## config.mk

```make
export PLATFORM = sky130hd
export DESIGN_NAME = gpr_file
export DESIGN_NICKNAME = d
export VERILOG_FILES = /design/src/rtl/gpr_pkg.sv /design/src/rtl/gpr_rd_mux.sv /design/src/rtl/gpr_wr_dec.sv /design/src/rtl/gpr_ptr_unit.sv /design/src/rtl/gpr_file.sv
export SDC_FILE = /design/constraint.sdc
export NUM_CORES = 1
export LEC_CHECK = 0
export ABC_CLOCK_PERIOD_IN_PS = 4700
export BUFFER_PORTS_ARGS = -buffer_cell sky130_fd_sc_hd__buf_2
export CAP_MARGIN = 5
export CORE_ASPECT_RATIO = 1.1
export CORE_MARGIN = 3
export CORE_UTILIZATION = 55
export CTS_BUF_LIST = sky130_fd_sc_hd__clkbuf_2
export DETAILED_ROUTE_END_ITERATION = 12
export PLACE_DENSITY = 0.76
export SYNTH_ARGS = -nofsm -noshare
export SYNTH_HDL_FRONTEND = slang
export SYNTH_SLANG_ARGS = --single-unit
```

## constraint.sdc

```tcl
create_clock -name clk -period 4.7 [get_ports clk]
set_input_delay 0.94 -clock clk [delete_from_list [all_inputs] [get_ports clk]]
set_output_delay 0.94 -clock clk [all_outputs]
set_load 0.01 [all_outputs]
```

## src/rtl/gpr_pkg.sv

```systemverilog
package gpr_pkg;

  typedef enum logic [1:0] {
    PTR_NONE = 2'b00,
    PTR_X    = 2'b01,
    PTR_Y    = 2'b10,
    PTR_Z    = 2'b11
  } ptr_sel_e;

  localparam int unsigned GPR_BYTE_W   = 8;
  localparam int unsigned GPR_COUNT    = 32;
  localparam int unsigned GPR_PTR_NUM  = 3;
  localparam int unsigned GPR_PTR_BASE = 13;

endpackage

```

## src/rtl/gpr_rd_mux.sv

```systemverilog
module gpr_rd_mux #(
  parameter int unsigned N  = 32,
  parameter int unsigned W  = 8,
  localparam int unsigned SW = $clog2(N)
) (
  input  logic [SW-1:0]       sel,
  input  logic [N-1:0][W-1:0] din,
  output logic [W-1:0]        dout
);

  assign dout = din[sel];

endmodule

```

## src/rtl/gpr_wr_dec.sv

```systemverilog
module gpr_wr_dec #(
  parameter int unsigned NREG = 32,
  parameter int unsigned DW   = 8,
  localparam int unsigned AW    = $clog2(NREG),
  localparam int unsigned NPAIR = NREG / 2
) (
  input  logic                     clk,
  input  logic                     rst,
  input  logic                     wr_en,
  input  logic                     wr_wide,
  input  logic [AW-1:0]            wr_addr,
  input  logic [2*DW-1:0]          wr_data,
  output logic [NREG-1:0]          reg_we,
  output logic [NREG-1:0][DW-1:0]  reg_wd,
  output logic [NPAIR-1:0]         pair_hit
);

  logic byte_op, wide_op;
  assign byte_op = wr_en && !wr_wide;
  assign wide_op = wr_en && wr_wide && !wr_addr[0];

  for (genvar i = 0; i < NREG; i++) begin : g_reg
    logic byte_hit, wide_hit;
    assign byte_hit  = byte_op && (wr_addr == AW'(i));
    assign wide_hit  = wide_op && (wr_addr[AW-1:1] == (AW-1)'(i / 2));
    assign reg_we[i] = byte_hit || wide_hit;
    if (i % 2 == 1) begin : g_odd
      assign reg_wd[i] = wr_wide ? wr_data[2*DW-1:DW] : wr_data[DW-1:0];
    end else begin : g_even
      assign reg_wd[i] = wr_data[DW-1:0];
    end
  end

  for (genvar p = 0; p < NPAIR; p++) begin : g_pair
    assign pair_hit[p] = reg_we[2*p] || reg_we[2*p+1];
  end

  AST_BYTE_ONE_TARGET: assert property (@(posedge clk) disable iff (rst)
    (wr_en && !wr_wide) |-> ($countones(reg_we) == 1));
  AST_WIDE_TWO_TARGETS: assert property (@(posedge clk) disable iff (rst)
    (wr_en && wr_wide && !wr_addr[0]) |-> ($countones(reg_we) == 2));
  AST_ODD_WIDE_NO_TARGET: assert property (@(posedge clk) disable iff (rst)
    (wr_en && wr_wide && wr_addr[0]) |-> (reg_we == '0));

endmodule

```

## src/rtl/gpr_ptr_unit.sv

```systemverilog
module gpr_ptr_unit #(
  parameter int unsigned DW   = 8,
  parameter int unsigned NPTR = 3,
  localparam int unsigned SW  = $clog2(NPTR + 1),
  localparam int unsigned PW  = 2 * DW
) (
  input  logic [SW-1:0]           ptr_sel,
  input  logic                    ptr_dec,
  input  logic [NPTR-1:0][PW-1:0] ptr_vals,
  input  logic [NPTR-1:0]         ptr_hit,
  output logic [NPTR-1:0]         ptr_upd,
  output logic [PW-1:0]           ptr_next
);

  logic [PW-1:0] cur;

  always_comb begin
    cur = '0;
    for (int k = 0; k < NPTR; k++) begin
      if (ptr_sel == SW'(k + 1)) cur = ptr_vals[k];
    end
  end

  assign ptr_next = ptr_dec ? (cur - PW'(1)) : (cur + PW'(1));

  for (genvar k = 0; k < NPTR; k++) begin : g_upd
    assign ptr_upd[k] = (ptr_sel == SW'(k + 1)) && !ptr_hit[k];
  end

endmodule

```

## src/rtl/gpr_file.sv

```systemverilog
module gpr_file
  import gpr_pkg::*;
#(
  parameter int unsigned NREG     = GPR_COUNT,
  parameter int unsigned DW       = GPR_BYTE_W,
  parameter int unsigned NPTR     = GPR_PTR_NUM,
  parameter int unsigned PTR_BASE = GPR_PTR_BASE,
  localparam int unsigned AW    = $clog2(NREG),
  localparam int unsigned NPAIR = NREG / 2,
  localparam int unsigned PIW   = $clog2(NPAIR),
  localparam int unsigned PW    = 2 * DW
) (
  input  logic            clk,
  input  logic            rst,
  input  logic [AW-1:0]   rd_a_addr,
  output logic [DW-1:0]   rd_a_data,
  input  logic [AW-1:0]   rd_b_addr,
  output logic [DW-1:0]   rd_b_data,
  input  logic [PIW-1:0]  pair_idx,
  output logic [PW-1:0]   pair_data,
  input  logic            wr_en,
  input  logic            wr_wide,
  input  logic [AW-1:0]   wr_addr,
  input  logic [PW-1:0]   wr_data,
  input  logic [1:0]      ptr_sel,
  input  logic            ptr_dec,
  output logic [PW-1:0]   ptr_x,
  output logic [PW-1:0]   ptr_y,
  output logic [PW-1:0]   ptr_z
);

  logic [DW-1:0]             regs [NREG];
  logic [NREG-1:0][DW-1:0]   regs_v;
  logic [NPAIR-1:0][PW-1:0]  pairs_v;
  logic [NREG-1:0]           reg_we;
  logic [NREG-1:0][DW-1:0]   reg_wd;
  logic [NPAIR-1:0]          pair_hit;
  logic [NPTR-1:0][PW-1:0]   ptr_vals;
  logic [NPTR-1:0]           ptr_hit;
  logic [NPTR-1:0]           ptr_upd;
  logic [PW-1:0]             ptr_next;
  logic [NPAIR-1:0]          pair_step;

  for (genvar i = 0; i < NREG; i++) begin : g_view
    assign regs_v[i] = regs[i];
  end
  for (genvar p = 0; p < NPAIR; p++) begin : g_pview
    assign pairs_v[p] = {regs[2*p+1], regs[2*p]};
  end

  gpr_wr_dec #(.NREG(NREG), .DW(DW)) u_wr_dec (
    .clk      (clk),
    .rst      (rst),
    .wr_en    (wr_en),
    .wr_wide  (wr_wide),
    .wr_addr  (wr_addr),
    .wr_data  (wr_data),
    .reg_we   (reg_we),
    .reg_wd   (reg_wd),
    .pair_hit (pair_hit)
  );

  for (genvar k = 0; k < NPTR; k++) begin : g_ptr
    assign ptr_vals[k] = pairs_v[PTR_BASE + k];
    assign ptr_hit[k]  = pair_hit[PTR_BASE + k];
  end

  gpr_ptr_unit #(.DW(DW), .NPTR(NPTR)) u_ptr (
    .ptr_sel  (ptr_sel),
    .ptr_dec  (ptr_dec),
    .ptr_vals (ptr_vals),
    .ptr_hit  (ptr_hit),
    .ptr_upd  (ptr_upd),
    .ptr_next (ptr_next)
  );

  for (genvar p = 0; p < NPAIR; p++) begin : g_step
    if (p >= PTR_BASE && p < PTR_BASE + NPTR) begin : g_on
      assign pair_step[p] = ptr_upd[p - PTR_BASE];
    end else begin : g_off
      assign pair_step[p] = 1'b0;
    end
  end

  always_ff @(posedge clk) begin
    if (rst) begin
      for (int i = 0; i < NREG; i++) regs[i] <= '0;
    end else begin
      for (int i = 0; i < NREG; i++) begin
        if (reg_we[i])          regs[i] <= reg_wd[i];
        else if (pair_step[i/2]) regs[i] <= ptr_next[(i%2)*DW +: DW];
      end
    end
  end

  gpr_rd_mux #(.N(NREG), .W(DW)) u_rd_a (
    .sel (rd_a_addr), .din (regs_v), .dout (rd_a_data));
  gpr_rd_mux #(.N(NREG), .W(DW)) u_rd_b (
    .sel (rd_b_addr), .din (regs_v), .dout (rd_b_data));
  gpr_rd_mux #(.N(NPAIR), .W(PW)) u_rd_p (
    .sel (pair_idx), .din (pairs_v), .dout (pair_data));

  assign ptr_x = pairs_v[PTR_BASE];
  assign ptr_y = pairs_v[PTR_BASE + 1];
  assign ptr_z = pairs_v[PTR_BASE + 2];

  AST_BYTE_LANDS: assert property (@(posedge clk) disable iff (rst)
    (wr_en && !wr_wide) |=> (regs_v[$past(wr_addr)] == $past(wr_data[DW-1:0])));
  AST_WIDE_LANDS: assert property (@(posedge clk) disable iff (rst)
    (wr_en && wr_wide && !wr_addr[0]) |=> (pairs_v[$past(wr_addr[AW-1:1])] == $past(wr_data)));
  AST_ODD_WIDE_HOLDS: assert property (@(posedge clk) disable iff (rst)
    (wr_en && wr_wide && wr_addr[0] && ptr_sel == PTR_NONE) |=> $stable(regs_v));
  AST_PTR_X_STEP: assert property (@(posedge clk) disable iff (rst)
    (ptr_sel == PTR_X && !(wr_en && wr_addr[AW-1:1] == (AW-1)'(PTR_BASE)))
    |=> (ptr_x == ($past(ptr_dec) ? PW'($past(ptr_x) - PW'(1)) : PW'($past(ptr_x) + PW'(1)))));
  AST_PTR_YIELDS: assert property (@(posedge clk) disable iff (rst)
    (ptr_sel == PTR_X && wr_en && !wr_wide && wr_addr == AW'(2 * PTR_BASE))
    |=> (regs_v[2*PTR_BASE+1] == $past(regs_v[2*PTR_BASE+1])));

endmodule

```

==> results of run 1 <==
==> power by group through the flow <==
stage               sequential [W]  combinational (W)  clock, W
floorplan                  0.00284            0.00102         0
global placement           0.00293            0.00138         0
detailed placement         0.00294            0.00140         0
CTS                        0.00289            0.00140   0.00156
global route               0.00292            0.00149   0.00169
finish                     0.00291            0.00143   0.00158
==> synth_stat cells, drive strengths merged (2+ instances only) <==
library cell and number:
and2 2, ha 15, xnor2 10, nor2 154
edfxtp 256, o221ai 3, clkbuf 44, o21ai 54
a21oi 17, nand2b 4, a22o 14, nor3 5
o2111ai 2, nand2 100, or2 8, mux2 34
nand3 10, xor2 4, o31ai 7, a211oi 2
a21o 3, a31oi 2, mux4 240, nand4 4
buf 101, or3 3, a221oi 2, mux2i 14
and3 3, o211ai 5, inv 21, nor2b 6
==> routing by layer <==
layer,up-vias,share of wire,global-route usage
met5,-,0.00020,0
met4,2,0.068,0.1971
met3,222,0.16,0.1230
met2,1217,0.45,0.5036
met1,6013,0.33,0.4270
li1,4811,-,-
==> worst reg2reg max path: stages, from the launching register on <==
cell and delay [ns]:
sky130_fd_sc_hd__edfxtp_1 0.51, sky130_fd_sc_hd__mux2_2 0.32, sky130_fd_sc_hd__a22oi_1 0.33, sky130_fd_sc_hd__inv_1 0.11, sky130_fd_sc_hd__fa_1 0.45, sky130_fd_sc_hd__a211oi_1 0.24
sky130_fd_sc_hd__o21ai_0 0.26, sky130_fd_sc_hd__o211ai_1 0.29, sky130_fd_sc_hd__o21ai_0 0.13, sky130_fd_sc_hd__a211oi_1 0.42, sky130_fd_sc_hd__o31ai_1 0.12
==> final cells by class <==
| type | instances | area (um^2) |
|---|---|---|
| flip-flops and latches | 256 | 7687 |
| well taps | 408 | 510.5 |
| clock inverters | 27 | 157.7 |
| diodes | 5 | 12.51 |
| repair buffers | 150 | 930.9 |
| clock buffers | 86 | 430.4 |
| inverters | 21 | 78.83 |
| multi-input cells | 740 | 8277 |
| fillers | 2296 | 11810 |
==> cells by family after synthesis <==
family | after synthesis | synth area share
compound gates | 120 | 0.04483
buf+inv | 166 | 0.05300
mux | 288 | 0.3517
xor+xnor | 14 | 0.007273
simple gates | 302 | 0.07489
fa+ha+maj | 16 | 0.01232
flops | 256 | 0.4560
==> worst paths after layout <==
kind,from,endpoint,cells past startpoint
max,rd_b_addr[1],rd_b_data[1],6
min,rst,regs[1][94],3
max reg2reg,regs[1][96],regs[1][124],10
min reg2reg,regs[1][80],regs[1][80],3
==> per-stage QoR <==
step	hold slack, ns	instances	worst slack, ns	power, W	area [um^2]
finish	0.7163	1693	0.5936	0.005912	18080
global route	0.6873	1693	0.5636	0.006106	18080
CTS	0.6845	1688	0.6479	0.005856	18070
detailed placement	1.008	1575	0.4202	0.004338	17480
global placement	0.9643	1575	0.5387	0.004303	17480
floorplan	0.8097	1162	0.8238	0.003858	16860
==> run_results.csv, run 1 <==
group,metric,value,unit
placed_design,dp.final_hpwl,38850,um
grt,grt_antenna_before_repair,3,
synthesis,sequential_cell_area_fraction_in_the_yosys_report,0.4560,
clocking,cts_num_sinks,256,
synthesis,postSynth.topFlopCell,"sky130_fd_sc_hd__edfxtp_1",
routing,num_vias,12270,
worst_setup_path,ff2ff_setup_slack,1.26,ns
floorplan,initial_utilization,0.5639,
synthesis,yosysTopAreaCell,"sky130_fd_sc_hd__edfxtp_1",
floorplan,io_pins,122,
routing,remaining_routing_drc_violations,0,
worst_setup_path,critPathArrivalTime,3.17,ns
grt,grt_first_pass_wirelength,80230,um
power_and_ir_drop,max-vdd-ir-drop,191.0,uV
worst_setup_path,worst_path_dominant_cell_family,"multiplexers",
synthesis,synth.yosys.warnings,0,
power_and_ir_drop,seq_power_share,0.492,
power_and_ir_drop,p_leak,6.423,nW
routing,wl_per_cell,32.26,um
timing,setup_total_negative_slack,0,ns
synthesis,number_of_distinct_standard_cells_referenced_by_the_synthesized_netlist,50,
min_path,min_path_type,"primary input to flip-flop",
placed_design,gpl.final_weighted_congestion,0.9510,
worst_setup_path,critPathKind,"primary input to output port",
grt,gr-usage-all-layers,0.3365,
timing,worst_clock_skew,0.02260,ns
synthesis,synth_nets,1220,
timing,setup_viol_count_final,0,
synthesis,most_area_consuming_cells_after_synthesis,"sky130_fd_sc_hd__edfxtp_1 (46%), sky130_fd_sc_hd__mux4_2 (32%), sky130_fd_sc_hd__nor2_1 (3.4%), sky130_fd_sc_hd__buf_4 (2.6%), sky130_fd_sc_hd__mux2_2 (2.3%)",
timing,max_freq,0.2435,GHz
floorplan,die_area,32790,um^2
finish,area_growth_from_synthesis_to_layout,7.281,%
synthesis,postSynthAreaPerCell,14.51,um^2
routing,wirelength,54620,um
power_and_ir_drop,switching_share,0.3253,
clocking,cts.path.max_buffers,3,
floorplan,core,29890,um^2
routing,ant_nets,0,
clocking,htree_num_levels,3,
finish,layout_common_cells,"sky130_fd_sc_hd__edfxtp_1 (256), sky130_fd_sc_hd__mux4_2 (240), sky130_fd_sc_hd__nor2_1 (154), sky130_fd_sc_hd__buf_2 (118), sky130_fd_sc_hd__nand2_1 (100)",
clocking,clk_transition_reported_paths,0.10,ns
finish,mostFrequentLayoutCell,"sky130_fd_sc_hd__edfxtp_1",
grt,first_global_vias,12110,
routing,dr.pass1.iters,5,
finish,reg.largest.list,"regs (256)",
timing,post-route-period-util,0.8737,
clocking,cts_tree,"built",
routing,per_cell_via_count_in_the_routed_design,7.245,
finish,fin_util,0.6050,
finish,largest_reg_flops,256,
synthesis,ys_ff_latch,256,
routing,first_iter_violations,2072,
flow_run,maxCapViolations,0,
timing,unrepaired_setup_endpoints_after_global_routing,"no",
synthesis,synth.top_cell.area_share,0.4560,
synthesis,syn-instance-count,1162,
worst_setup_path,end_kind,"output port",
synthesis,number_of_flops_mapped_to_enable_cells_by_yosys,256,
power_and_ir_drop,total_switching_power,0.001923,W
worst_setup_path,timing.critical_path.slowest_stage_cell,"sky130_fd_sc_hd__mux4_2",
clocking,root_driver,"sky130_fd_sc_hd__clkbuf_2",
floorplan,dieHeight,189.6,um
worst_setup_path,cp_slowest_stage_delay,0.57,ns
power_and_ir_drop,power.share.combinational,0.241,
timing,tightestPinTransition,1.291,ns
worst_setup_path,path_cells,"buf_2 > buf_12 > mux4_2 > mux4_2 > mux2_2 > buf_2",
floorplan,num_rows,66,
worst_setup_path,setup.worst_path.start_class,"primary input",
synthesis,synthArstFlopShare,0,
finish,proportion_of_layout_cells_with_a_drive_suffix_above_1,0.4133,
floorplan,die_width,172.9,um
power_and_ir_drop,clock_network_fraction_of_total_power,0.267,
finish,most_flop_heavy_register,"regs",
placed_design,portBuffers,121,
clocking,postCtsHoldBufs,0,
clocking,post_cts_resize_count,0,
status,run_status,"finished, final reports clean",
power_and_ir_drop,p_per_area,326.9,nW/um^2
timing,post-route-min-period,4.106,ns
grt,grt_max_degree,49,
timing,finalHoldViolations,0,
clocking,cts-buffers-inserted,67,
timing,final_max_slew_viol_count,0,
timing,timing.max_slew.rel_slack,0.1346,
finish,fin_nets,1294,
grt,overflow,0,
clocking,cts_post_setup_buffers_inserted,0,
worst_setup_path,crit_required,3.76,ns
power_and_ir_drop,power_report.internal_total,0.003989,W
clocking,insertion_delay,0.87,ns
synthesis,netlist_area,16860,um^2
worst_setup_path,worst-path-buf-inv,3,
worst_setup_path,path_max_fanout,24,
Power figures use the tool's default switching activity.
==> run 2, diff against run 1 <==
ABC_CLOCK_PERIOD_IN_PS = 3900   (was 4700)
clock period = 3.9 ns   (was 4.7 ns; I/O delays follow)
==> run_results.csv, run 2 (synthesis results as in run 1) <==
group,metric,value,unit
clocking,cts.path.max_buffers,3,
worst_setup_path,timing.reg2reg.worst_path_depth,10,
placed_design,gpl.final_weighted_congestion,0.9492,
routing,ant_nets,0,
timing,post-route-min-period,3.744,ns
timing,setup_total_negative_slack,0,ns
finish,largest_reg_flops,256,
floorplan,initial_utilization,0.5639,
floorplan,die_width,172.9,um
timing,worst_clock_skew,0.07694,ns
worst_setup_path,worst-path-buf-inv,1,
worst_setup_path,critPathArrivalTime,2.96,ns
timing,max_freq,0.2671,GHz
floorplan,dieHeight,189.6,um
grt,overflow,0,
worst_setup_path,ff2ff_setup_slack,0.69,ns
worst_setup_path,reg2reg_from,"regs[1][96]",
flow_run,maxCapViolations,0,
placed_design,dp.final_hpwl,39700,um
min_path,worst_hold_end,"regs[0][109]",
min_path,min_path_type,"primary input to flip-flop",
power_and_ir_drop,switching_share,0.3204,
timing,hold-worst-slack,0.4912,ns
worst_setup_path,r2r_end,"regs[1][126]",
clocking,htree_num_levels,2,
timing,post-route-period-util,0.9600,
timing,setup_viol_count_final,0,
clocking,cts_post_setup_buffers_inserted,0,
clocking,clk_transition_reported_paths,0.12,ns
min_path,worstHoldPathCells,4,
finish,most_flop_heavy_register,"regs",
finish,reg.largest.list,"regs (256)",
finish,area.sequential,7687,um^2
floorplan,io_pins,122,
worst_setup_path,cp_slowest_stage_delay,0.63,ns
power_and_ir_drop,p_per_area,382.3,nW/um^2
routing,per_cell_via_count_in_the_routed_design,7.230,
power_and_ir_drop,total_switching_power,0.002235,W
routing,num_vias,12330,
floorplan,core,29890,um^2
worst_setup_path,critPathKind,"flip-flop to output port",
clocking,post_cts_resize_count,0,
worst_setup_path,timing.critical_path.slowest_stage_cell,"sky130_fd_sc_hd__edfxtp_1",
power_and_ir_drop,power.share.combinational,0.248,
power_and_ir_drop,max-vdd-ir-drop,289.3,uV
routing,wirelength,54770,um
routing,remaining_routing_drc_violations,0,
worst_setup_path,path_max_fanout,8,
power_and_ir_drop,power_report.internal_total,0.004740,W
clocking,insertion_delay,0.91,ns
worst_setup_path,setup.worst_path.start_class,"flip-flop",
status,run_status,"finished, final reports clean",
worst_setup_path,crit_start,"regs[1][117]",
worst_setup_path,crit_required,3.12,ns
worst_setup_path,worst_path_dominant_cell_family,"multiplexers",
grt,gr-usage-all-layers,0.3354,
routing,wl_per_cell,32.12,um
grt,first_global_vias,12260,
power_and_ir_drop,p_leak,6.506,nW
worst_setup_path,path_cells,"mux4_2 > mux4_2 > mux2_2 > buf_2",
timing,final_max_slew_viol_count,0,
power_and_ir_drop,clock_network_fraction_of_total_power,0.248,
clocking,cts_num_sinks,256,
clocking,root_driver,"sky130_fd_sc_hd__clkbuf_2",
worst_setup_path,worst_path_most_repeated_cell,"sky130_fd_sc_hd__mux4_2",
floorplan,num_rows,66,
grt,grt_first_pass_wirelength,80520,um
timing,tightestPinTransition,1.131,ns
grt,grt_max_degree,44,
floorplan,die_area,32790,um^2
finish,layout_common_cells,"sky130_fd_sc_hd__edfxtp_1 (256), sky130_fd_sc_hd__mux4_2 (240), sky130_fd_sc_hd__nor2_1 (154), sky130_fd_sc_hd__buf_2 (118), sky130_fd_sc_hd__nand2_1 (100)",
finish,multi_input_area,8277,um^2
placed_design,portBuffers,121,
routing,first_iter_violations,2071,
clocking,postCtsHoldBufs,0,
clocking,cts_tree,"built",
grt,grt_antenna_before_repair,4,
power_and_ir_drop,seq_power_share,0.504,
timing,finalHoldViolations,0,
min_path,holdCritStartpoint,"wr_addr[2]",
finish,proportion_of_layout_cells_with_a_drive_suffix_above_1,0.4215,
power_and_ir_drop,power.total,0.006974,W
worst_setup_path,end_kind,"output port",
timing,unrepaired_setup_endpoints_after_global_routing,"no",
finish,fin_util,0.6103,
finish,area_growth_from_synthesis_to_layout,8.231,%
clocking,cts-buffers-inserted,59,
finish,fin_nets,1306,
routing,dr.pass1.iters,6,
finish,mostFrequentLayoutCell,"sky130_fd_sc_hd__edfxtp_1",
finish,filler_cell_count,2245,
timing,timing.max_slew.rel_slack,0.2459,
## run 2: layer usage
metal	GRT usage	wire, um
met1	0.4498	17820
met2	0.5052	24800
met3	0.1034	8834
met4	0.1659	3307
met5	0	0
## run 2: worst min-delay path, cell delays in order
cell and delay, ns:
sky130_fd_sc_hd__buf_2 0.15, sky130_fd_sc_hd__nand3_1 0.08, sky130_fd_sc_hd__buf_4 0.20, sky130_fd_sc_hd__nor2_1 0.05
## run 2: power by group through the flow
stage	Clock (W)	Sequential, W	Combinational [W]
floorplan	0	0.00342	0.00123
global placement	0	0.00353	0.00168
detailed placement	0	0.00356	0.00170
CTS	0.00172	0.00349	0.00171
global route	0.00189	0.00352	0.00181
finish	0.00173	0.00351	0.00173
## run 2: cell type report
cell class / instances / area share
multi-input cells: 740 / 0.4536
diodes: 4 / 0.0005486
well taps: 408 / 0.02798
clock inverters: 23 / 0.006721
clock buffers: 83 / 0.02277
inverters: 21 / 0.004320
flip-flops and latches: 256 / 0.4213
repair buffers: 170 / 0.06268
## run 2: stage by stage
| stage | instance area (um^2) | cells | setup WS [ns] |
|---|---|---|---|
| after floorplan | 16860 | 1162 | 0.1838 |
| after global placement | 17700 | 1595 | 0.3016 |
| after detailed placement | 17700 | 1595 | 0.2190 |
| after CTS | 18240 | 1701 | 0.1291 |
| after global routing | 18240 | 1702 | 0.05137 |
| final | 18250 | 1705 | 0.1561 |
## run 2: how the worst max path moves through the flow
stage	to	slack [ns]	cells past startpoint
finish	rd_a_data[5]	0.16	4
global route	rd_b_data[5]	0.05	4
CTS	rd_a_data[5]	0.13	4
detailed placement	regs[1][123]	0.22	10
global placement	rd_a_data[0]	0.30	6
floorplan	regs[1][107]	0.18	11
